==> src/rtl/wdt_pkg.sv <==
package wdt_pkg;
  localparam int REG_W = 8;

  localparam logic [REG_W-1:0] KEY_FIRST  = 8'hAA;
  localparam logic [REG_W-1:0] KEY_SECOND = 8'h55;

  localparam int BIT_BAUD  = 7;
  localparam int BIT_PWR   = 6;
  localparam int BIT_TMO   = 3;
  localparam int BIT_CAUSE = 2;
  localparam int BIT_EN    = 1;
  localparam int BIT_KICK  = 0;

  typedef enum logic {SEL_CTRL = 1'b0, SEL_KEY = 1'b1} reg_sel_e;

  // layout of the control word as read (bits 7 down to 0)
  typedef struct packed {
    logic       baud2x;
    logic       pwr_flag;
    logic [1:0] spare;
    logic       tmo_flag;
    logic       cause_wd;
    logic       rst_en;
    logic       kick;
  } wdctl_t;

  // writable fields only
  typedef struct packed {
    logic baud2x;
    logic pwr_flag;
    logic tmo_flag;
    logic cause_wd;
    logic rst_en;
    logic kick;
  } wdwr_t;
endpackage

==> src/rtl/wdt_unlock.sv <==
module wdt_unlock
  import wdt_pkg::*;
#(
  parameter int OPEN_CLKS = 3
) (
  input  logic             clk_i,
  input  logic             pwr_rst_i,
  input  logic             clr_i,
  input  logic             key_wr_i,
  input  logic [REG_W-1:0] key_i,
  input  logic             ctl_wr_i,
  output logic             open_o
);
  localparam int WIN_W = $clog2(OPEN_CLKS + 1);
  localparam logic [WIN_W-1:0] WIN_FULL = WIN_W'(OPEN_CLKS);

  logic             armed_q;
  logic [WIN_W-1:0] win_q;

  always_ff @(posedge clk_i or posedge pwr_rst_i) begin
    if (pwr_rst_i) begin
      armed_q <= 1'b0;
      win_q   <= '0;
    end else if (clr_i) begin
      armed_q <= 1'b0;
      win_q   <= '0;
    end else begin
      armed_q <= key_wr_i && (key_i == KEY_FIRST);
      if (key_wr_i && (key_i == KEY_SECOND) && armed_q)
        win_q <= WIN_FULL;
      else if (ctl_wr_i)
        win_q <= '0;
      else if (win_q != '0)
        win_q <= win_q - 1'b1;
    end
  end

  assign open_o = (win_q != '0);
endmodule

==> src/rtl/wdt_timer.sv <==
module wdt_timer #(
  parameter int BASE_LOG2 = 17,
  parameter int STEP_LOG2 = 3,
  parameter int SEL_W     = 2,
  parameter int RST_DLY   = 512
) (
  input  logic             clk_i,
  input  logic             pwr_rst_i,
  input  logic             clr_i,
  input  logic             restart_i,
  input  logic             en_i,
  input  logic [SEL_W-1:0] tsel_i,
  output logic             hit_o,
  output logic             fire_o,
  output logic             rst_pulse_o
);
  localparam int NSEL  = 1 << SEL_W;
  localparam int CNT_W = BASE_LOG2 + STEP_LOG2 * (NSEL - 1);
  localparam int DLY_W = $clog2(RST_DLY);
  localparam logic [DLY_W-1:0] DLY_LAST = DLY_W'(RST_DLY - 1);
  localparam logic [CNT_W:0]   ONE      = 1;

  logic [CNT_W-1:0] lim_tab [NSEL];
  logic [CNT_W-1:0] lim;
  logic [CNT_W-1:0] cnt_q;
  logic [DLY_W-1:0] dcnt_q;
  logic             dact_q;
  logic             pulse_q;

  // one terminal count per select value
  for (genvar g = 0; g < NSEL; g++) begin : g_lim
    localparam int SH = BASE_LOG2 + STEP_LOG2 * g;
    assign lim_tab[g] = CNT_W'((ONE << SH) - ONE);
  end

  assign lim    = lim_tab[tsel_i];
  assign hit_o  = !restart_i && (cnt_q == lim);
  assign fire_o = dact_q && (dcnt_q == DLY_LAST) && en_i && !restart_i;

  always_ff @(posedge clk_i or posedge pwr_rst_i) begin
    if (pwr_rst_i) begin
      cnt_q   <= '0;
      dcnt_q  <= '0;
      dact_q  <= 1'b0;
      pulse_q <= 1'b0;
    end else if (clr_i || fire_o) begin
      cnt_q   <= '0;
      dcnt_q  <= '0;
      dact_q  <= 1'b0;
      pulse_q <= fire_o && !clr_i;
    end else begin
      pulse_q <= 1'b0;
      cnt_q   <= (restart_i || hit_o) ? '0 : cnt_q + 1'b1;
      if (restart_i) begin
        dact_q <= 1'b0;
        dcnt_q <= '0;
      end else if (hit_o) begin
        dact_q <= 1'b1;
        dcnt_q <= '0;
      end else if (dact_q) begin
        if (dcnt_q == DLY_LAST) begin
          dact_q <= 1'b0;
          dcnt_q <= '0;
        end else begin
          dcnt_q <= dcnt_q + 1'b1;
        end
      end
    end
  end

  assign rst_pulse_o = pulse_q;
endmodule

==> src/rtl/wdt_regs.sv <==
module wdt_regs
  import wdt_pkg::*;
(
  input  logic   clk_i,
  input  logic   pwr_rst_i,
  input  logic   ext_rst_i,
  input  logic   fire_i,
  input  logic   hit_i,
  input  logic   ctl_wr_i,
  input  logic   open_i,
  input  wdwr_t  wr_i,
  output wdctl_t ctl_o
);
  logic baud_q, pwr_q, tmo_q, cause_q, en_q, kick_q;

  always_ff @(posedge clk_i or posedge pwr_rst_i) begin
    if (pwr_rst_i) begin
      baud_q  <= 1'b0;
      pwr_q   <= 1'b1;
      tmo_q   <= 1'b0;
      cause_q <= 1'b0;
      en_q    <= 1'b0;
      kick_q  <= 1'b0;
    end else if (ext_rst_i) begin
      baud_q <= 1'b0;
      tmo_q  <= 1'b0;
      kick_q <= 1'b0;
    end else if (fire_i) begin
      baud_q  <= 1'b0;
      tmo_q   <= 1'b0;
      kick_q  <= 1'b0;
      cause_q <= 1'b1;
    end else begin
      kick_q <= ctl_wr_i && open_i && wr_i.kick;
      if (ctl_wr_i) begin
        baud_q  <= wr_i.baud2x;
        cause_q <= wr_i.cause_wd;
        if (open_i) begin
          pwr_q <= wr_i.pwr_flag;
          en_q  <= wr_i.rst_en;
          tmo_q <= wr_i.tmo_flag;
        end
      end
      if (hit_i) tmo_q <= 1'b1;
    end
  end

  always_comb begin
    ctl_o          = '0;
    ctl_o.baud2x   = baud_q;
    ctl_o.pwr_flag = pwr_q;
    ctl_o.tmo_flag = tmo_q;
    ctl_o.cause_wd = cause_q;
    ctl_o.rst_en   = en_q;
    ctl_o.kick     = kick_q;
  end
endmodule

==> src/rtl/wdt_ctrl.sv <==
module wdt_ctrl
  import wdt_pkg::*;
#(
  parameter int BASE_LOG2 = 17,
  parameter int STEP_LOG2 = 3,
  parameter int SEL_W     = 2,
  parameter int RST_DLY   = 512,
  parameter int OPEN_CLKS = 3
) (
  input  logic             clk_i,
  input  logic             pwr_rst_i,
  input  logic             ext_rst_i,
  input  logic             reg_addr_i,
  input  logic             reg_wr_i,
  input  logic [7:0]       reg_wdata_i,
  output logic [7:0]       reg_rdata_o,
  input  logic [SEL_W-1:0] tmo_sel_i,
  input  logic             irq_en_i,
  output logic             irq_o,
  output logic             sys_rst_o
);
  wdctl_t ctl;
  wdwr_t  wr_f;
  logic   ctl_wr, key_wr, key_open;
  logic   hit, fire;

  assign ctl_wr = reg_wr_i && (reg_sel_e'(reg_addr_i) == SEL_CTRL);
  assign key_wr = reg_wr_i && (reg_sel_e'(reg_addr_i) == SEL_KEY);

  assign wr_f.baud2x   = reg_wdata_i[BIT_BAUD];
  assign wr_f.pwr_flag = reg_wdata_i[BIT_PWR];
  assign wr_f.tmo_flag = reg_wdata_i[BIT_TMO];
  assign wr_f.cause_wd = reg_wdata_i[BIT_CAUSE];
  assign wr_f.rst_en   = reg_wdata_i[BIT_EN];
  assign wr_f.kick     = reg_wdata_i[BIT_KICK];

  wdt_unlock #(.OPEN_CLKS(OPEN_CLKS)) u_unlock (
    .clk_i    (clk_i),
    .pwr_rst_i(pwr_rst_i),
    .clr_i    (ext_rst_i || fire),
    .key_wr_i (key_wr),
    .key_i    (reg_wdata_i),
    .ctl_wr_i (ctl_wr),
    .open_o   (key_open)
  );

  wdt_timer #(
    .BASE_LOG2(BASE_LOG2), .STEP_LOG2(STEP_LOG2),
    .SEL_W(SEL_W), .RST_DLY(RST_DLY)
  ) u_timer (
    .clk_i      (clk_i),
    .pwr_rst_i  (pwr_rst_i),
    .clr_i      (ext_rst_i),
    .restart_i  (ctl.kick),
    .en_i       (ctl.rst_en),
    .tsel_i     (tmo_sel_i),
    .hit_o      (hit),
    .fire_o     (fire),
    .rst_pulse_o(sys_rst_o)
  );

  wdt_regs u_regs (
    .clk_i    (clk_i),
    .pwr_rst_i(pwr_rst_i),
    .ext_rst_i(ext_rst_i),
    .fire_i   (fire),
    .hit_i    (hit),
    .ctl_wr_i (ctl_wr),
    .open_i   (key_open),
    .wr_i     (wr_f),
    .ctl_o    (ctl)
  );

  assign reg_rdata_o = (reg_sel_e'(reg_addr_i) == SEL_CTRL) ? ctl : '0;
  assign irq_o       = ctl.tmo_flag & irq_en_i;
endmodule

==> config.mk <==
export PLATFORM = sky130hd
export DESIGN_NAME = wdt_ctrl
export DESIGN_NICKNAME = d
export VERILOG_FILES = /design/src/rtl/wdt_pkg.sv /design/src/rtl/wdt_unlock.sv /design/src/rtl/wdt_timer.sv /design/src/rtl/wdt_regs.sv /design/src/rtl/wdt_ctrl.sv
export SDC_FILE = /design/constraint.sdc
export NUM_CORES = 1
export LEC_CHECK = 0
export BUFFER_PORTS_ARGS = -buffer_cell sky130_fd_sc_hd__buf_2
export CELL_PAD_IN_SITES_DETAIL_PLACEMENT = 0
export CELL_PAD_IN_SITES_GLOBAL_PLACEMENT = 1
export CORE_ASPECT_RATIO = 1.5
export CORE_MARGIN = 2
export CORE_UTILIZATION = 46
export CTS_CLUSTER_DIAMETER = 50
export DETAILED_ROUTE_END_ITERATION = 10
export HOLD_SLACK_MARGIN = 0.12
export PLACE_DENSITY = 0.9
export SLEW_MARGIN = 10
export SYNTH_ARGS = -nofsm -noshare
export SYNTH_HDL_FRONTEND = slang
export SYNTH_HIERARCHICAL = 1
export SYNTH_SLANG_ARGS = --single-unit
==> constraint.sdc <==
create_clock -name clk_i -period 3.3 [get_ports clk_i]
set_clock_uncertainty 0.05 [all_clocks]
set_input_delay 0.495 -clock clk_i [delete_from_list [all_inputs] [get_ports clk_i]]
set_output_delay 0.495 -clock clk_i [all_outputs]
set_load 0.005 [all_outputs]
After elaboration in Yosys (flattened, before gate mapping). Index checks and enable logic that the tools add are counted.

Register bits after elaboration: 46. Input bits: 16.

Add/sub/neg operators: 3. Order comparisons: 1. Eq/ne operators: 4. Mux-type cells: 34. Bitwise operators: 5. Reduce and logical (&&, ||, !) cells: 26.

Operators with widths (number): 26-bit 2-to-1 mux (4); 26-bit binary-select mux with 2-bit select (1); 9-bit 2-to-1 mux (5); 26-bit by 1-bit adder with 26-bit output, second input constant (1); 26-bit equality test (1); 1-bit 2-to-1 mux (19); 4-bit nonzero test (4); 1-bit logical AND (12); 9-bit by 1-bit adder with 9-bit output, second input constant (1); 9-bit equality test, second input constant (1); 8-bit by 7-bit equality test with 1-bit output, second input constant (1); 8-bit equality test, second input constant (1); 2-bit 2-to-1 mux (4); 8-bit 2-to-1 mux (1); 2-bit AND reduction (2); 4-bit AND reduction (1); 2-bit nonzero test (2); 3-bit greater-or-equal comparator, second input constant (1); 1-bit NOT (3); 2-bit NOT with 3-bit output (1); 3-bit nonzero test (1); 1-bit zero test (2); 1-bit logical OR (2); 2-bit by 1-bit subtractor with 2-bit output, second input constant (1); 1-bit AND (1).

Depth between registers and ports, before layout.
Depth in word-level cells: 9. Depth in mapped cells: 10. Mapped depth without buffers: 10.

Modules after synthesis. Netlist, hierarchy kept.

Modules (own cells, without submodules): wdt_timer (instances 1, cells each 218, area an instance 2042.0 µm², sequential area each 925.9 µm²); wdt_regs (instances 1, cells each 29, area an instance 335.3 µm², sequential area each 151.4 µm²); wdt_unlock (instances 1, cells each 20, area an instance 207.7 µm², sequential area each 75.1 µm²); wdt_ctrl (instances 1, cells each 12, area an instance 98.8 µm², sequential area each 0.0 µm²).

Worst setup path after synthesis. Ideal clock, no wire load.

Kind: register to register. From: register u_timer.dcnt_q[0]. To: register u_timer.dcnt_q[7]. Data arrival time: 2.570 ns. Path slack: 0.602 ns. Cell stages (with the launch flop): 10. Path through: dfrtp_1 > ha_1 > and3_1 > and3_1 > and3_1 > ha_1 > or4b_2 > clkbuf_1 > or3_1 > a21oi_1.

Longest elaborated chain between the ends: 6.

Ends and longest elaborated chain: start, declared (line wdt_timer.sv:26) `logic [DLY_W-1:0] dcnt_q;`; start signal, assigned (line wdt_timer.sv:65) `dcnt_q <= dcnt_q + 1'b1;`; 9-bit by 1-bit adder with 9-bit output or 9-bit equality test (tied branches) (line wdt_timer.sv:65, wdt_timer.sv:38, wdt_timer.sv:61); 9-bit 2-to-1 mux or 1-bit logical AND (tied branches) (line wdt_timer.sv:61, wdt_timer.sv:38); 9-bit 2-to-1 mux or 1-bit logical AND (tied branches) (line wdt_timer.sv:60, wdt_timer.sv:38); 9-bit 2-to-1 mux or 1-bit logical AND (tied branches) (line wdt_timer.sv:57, wdt_timer.sv:38); 9-bit 2-to-1 mux or 1-bit logical OR (tied branches) (line wdt_timer.sv:54, wdt_timer.sv:46); 9-bit 2-to-1 mux or 4-bit nonzero test (tied branches).

Parallel ways exist; a longest one is shown, timed or not. The select of a mux whose other input is x is not followed. A chain may end at the register's enable or synchronous reset.

Final worst setup path. Same ends and word-level chain as after synthesis.

==> results.json <==
{
  "swShare_pct": 26.08,
  "worst_setup_path_end_kind": "flip-flop",
  "cts_made_buffers": 5,
  "pwr-share-seq_pct": 50.0,
  "required_ns": 3.48,
  "cts_buffer_depth": 2,
  "final_cell_mix": "dfrtp_1 (45), buf_2 (23), a21oi_1 (16)",
  "rows": 34,
  "synth_compound_area_share_pct": 13.10,
  "stdcell_count": 366,
  "tritoncts": "built",
  "final_common_cell": "dfrtp_1",
  "maxCapViolations": 0,
  "power.internal_uw": 918.8,
  "wl_per_cell_um": 15.13,
  "grt_pass1_wl_um": 9570,
  "dpl_cell_area_um2": 2805,
  "synthDistinctLibCells": 51,
  "core-area_um2": 5700,
  "run_status": "complete, no violations",
  "synth_edf_count": 0,
  "hp-class": "in -> reg",
  "ys_warn_count": 6,
  "setup_viol": 0,
  "grt_pass1_vias": 2128,
  "syn_area_um2": 2684,
  "p_comb_share_pct": 16.1,
  "met2_length_um": 2995,
  "layout_min_cycle_time_ns": 2.804,
  "synth_top_family_by_area": "simple AND/OR/NAND/NOR gates",
  "grt_max_degree": 38,
  "crit_type": "reg -> reg",
  "initial_core_util_pct": 47.08,
  "final_hold_viol_count": 0,
  "drt.antenna.violating_nets": 0,
  "maxSlewViolCount": 0,
  "place.gp.congestion": 0.7926,
  "relSlewSlack_pct": 51.76,
  "drt_wl_total_um": 5536,
  "syn_to_final_growth_pct": 8.998,
  "detail_route.first_pass.iterations": 4,
  "synth_fa_ha_area_share_pct": 1.865,
  "pwr-share-clk_pct": 33.9,
  "path_clk_slew_ns": 0.09,
  "syn_inst": 279,
  "grt_setup_unrepaired": "false",
  "drtIter0Drc": 85,
  "crit_fanout": 6,
  "ys_async_sr_fraction_pct": 100.0,
  "fmax_ghz": 0.3567,
  "chipHeight_um": 97.55,
  "antenna_found_initial": 0,
  "fin_util_pct": 51.32,
  "worstPathArrival_ns": 2.98,
  "place_hpwl_um": 3956,
  "ys_seq_area_share_pct": 42.94,
  "clock_latency_ns": 0.30,
  "syn_avg_cell_area_um2": 9.619,
  "cellLeakagePower_uw": 0.001280,
  "p_switching_uw": 324.1,
  "vdd_drop_max_mv": 0.2354,
  "clock_sinks": 46,
  "overflow": 0,
  "wl_met3_um": 152,
  "htree_levels": 2,
  "portBuffers": 23,
  "worstMarginPinSlew_ns": 0.7180,
  "synth-xor-area-share_pct": 4.242,
  "top_layer_used": "met4",
  "vias": 2141,
  "viasPerCell": 5.850,
  "antenna_cells": 0,
  "nets": 313,
  "p_per_area_nw_per_um2": 424.9,
  "tns_ns": 0,
  "grtUsageTotal_pct": 18.77,
  "ios": 26,
  "met1_length_um": 2312,
  "cts-root-buf": "clkbuf_8",
  "finalCritPeriodShare_pct": 84.96,
  "die_x_um": 66.37,
  "dieArea_um2": 6474,
  "design_area_um2": 2925,
  "synth_top_flop_cell": "dfrtp_1",
  "startpoint_type": "flip-flop",
  "muxShareOfSynthArea_pct": 1.911,
  "drive_above_1_share_pct": 20.41,
  "synth_seq_cells": 46,
  "drc": 0,
  "synth-simple-area-share_pct": 30.16,
  "dp_cells": 357
}
-- worst max-delay path, stage by stage (launching register included) --
cell and delay, ns:
dfrtp_1 0.41, ha_1 0.22, and3_1 0.21, and3_1 0.20, and3_1 0.18, ha_1 0.22, or4b_2 0.74, or3_1 0.37
a21oi_1 0.14
-- state kept, by name, summed over array words and instances (netlist names) --
register,count
u_unlock/win_q,2
u_timer/dact_q,1
u_regs/cause_q,1
u_regs/kick_q,1
u_regs/en_q,1
u_timer/rst_pulse_o,1
u_timer/dcnt_q,9
u_timer/cnt_q,26
u_unlock/armed_q,1
u_regs/baud_q,1
u_regs/pwr_q,1
u_regs/tmo_q,1
-- area by class of cell --
| cell class | count | area, um^2 |
|---|---|---|
| Inverter | 9 | 33.78 |
| Clock buffer | 6 | 72.57 |
| Tap cell | 72 | 90.09 |
| Fill cell | 565 | 2775 |
| Sequential cell | 46 | 1152 |
| Multi-Input combinational cell | 203 | 1384 |
| Timing Repair Buffer | 28 | 155.1 |
| Clock inverter | 2 | 37.54 |
-- power by group through the flow --
stage / Combinational [uW] / Sequential [uW] / Clock (uW)
5_1_grt: 226 / 628 / 453
3_3_place_gp: 194 / 632 / 0
3_5_place_dp: 198 / 634 / 0
4_1_cts: 200 / 622 / 431
6_report: 200 / 621 / 422
2_1_floorplan: 170 / 625 / 0
-- through the flow --
step	hold WS [ns]	power [uW]	setup WS, ns
detailed placement	0.3399	831.8	0.5323
CTS	0.3902	1254	0.5006
global route	0.3909	1306	0.3677
floorplan	0.1986	795.3	0.6025
global placement	0.3359	825.3	0.5653
finish	0.3966	1243	0.4964
-- synthesized netlist by cell type, types with 3 or more instances --
| cell type | n | area share [%] |
|---|---|---|
| and3_1 | 6 | 1.4 |
| inv_1 | 9 | 1.3 |
| dfrtp_1 | 45 | 42 |
| or4_1 | 8 | 2.2 |
| nor2_1 | 13 | 1.8 |
| nor3b_1 | 5 | 1.4 |
| nor4_1 | 4 | 0.93 |
| nor3_1 | 12 | 2.2 |
| nand3_1 | 10 | 1.9 |
| and2b_2 | 10 | 3.3 |
| a211oi_2 | 3 | 1.4 |
| and2_1 | 4 | 0.93 |
| a21oi_1 | 16 | 3.0 |
| o31ai_1 | 8 | 2.2 |
| clkbuf_1 | 9 | 1.3 |
| a211oi_1 | 6 | 1.7 |
| and4bb_2 | 3 | 1.4 |
| xnor2_1 | 4 | 1.3 |
| and4_1 | 4 | 1.3 |
| buf_2 | 4 | 0.75 |
| xor2_1 | 9 | 2.9 |
| nand2_1 | 11 | 1.5 |
| o21ai_0 | 13 | 2.4 |
| buf_4 | 8 | 2.2 |
| or3_1 | 11 | 2.6 |
| ha_1 | 4 | 1.9 |
| nand4_1 | 12 | 2.8 |
-- worst paths after layout --
| check | start | endpoint | slack [ns] | cells after the start |
|---|---|---|---|---|
| max in group asynchronous | pwr_rst_i | u_timer/cnt_q[9]$_DFF_PP0_ | 2.05 | 4 |
| min reg2reg | u_timer/cnt_q[0]$_DFF_PP0_ | u_timer/cnt_q[0]$_DFF_PP0_ | 0.45 | 1 |
| max | u_timer/dcnt_q[0]$_DFFE_PP0P_ | u_timer/dcnt_q[7]$_DFFE_PP0P_ | 0.50 | 8 |
| min | reg_wdata_i[0] | u_regs/kick_q$_DFF_PP0_ | 0.40 | 2 |
| max reg2reg | u_timer/dcnt_q[0]$_DFFE_PP0P_ | u_timer/dcnt_q[7]$_DFFE_PP0P_ | 0.50 | 8 |
| min in group asynchronous | pwr_rst_i | u_unlock/win_q[1]$_DFFE_PP0P_ | 0.56 | 3 |
-- repair_timing --
item / in CTS / in global routing
resized for setup: 0 / 0
setup buffers: 0 / 0
hold buffers: 1 / 0
endpoints found under the hold margin: 8 / 0
-- routing by layer --
layer  vias up  track usage [%]
met4         0            5.808
met2        28            33.77
met1      1055            21.75
met3         6            3.592
met5         -                0
li1       1052                -
-- logic make-up (layout without fill, tap and decap cells) --
family | after synthesis | in the layout
xor gates and xnor gates | 13 | 13
adders and majority gates | 4 | 4
other | 1 | 2
muxes | 4 | 4
AOI/OAI and AO/OA | 54 | 54
buffers and inverters | 31 | 45
and+or+nand+nor | 126 | 126
DFF | 46 | 46
(Power assumes the default switching activity.)
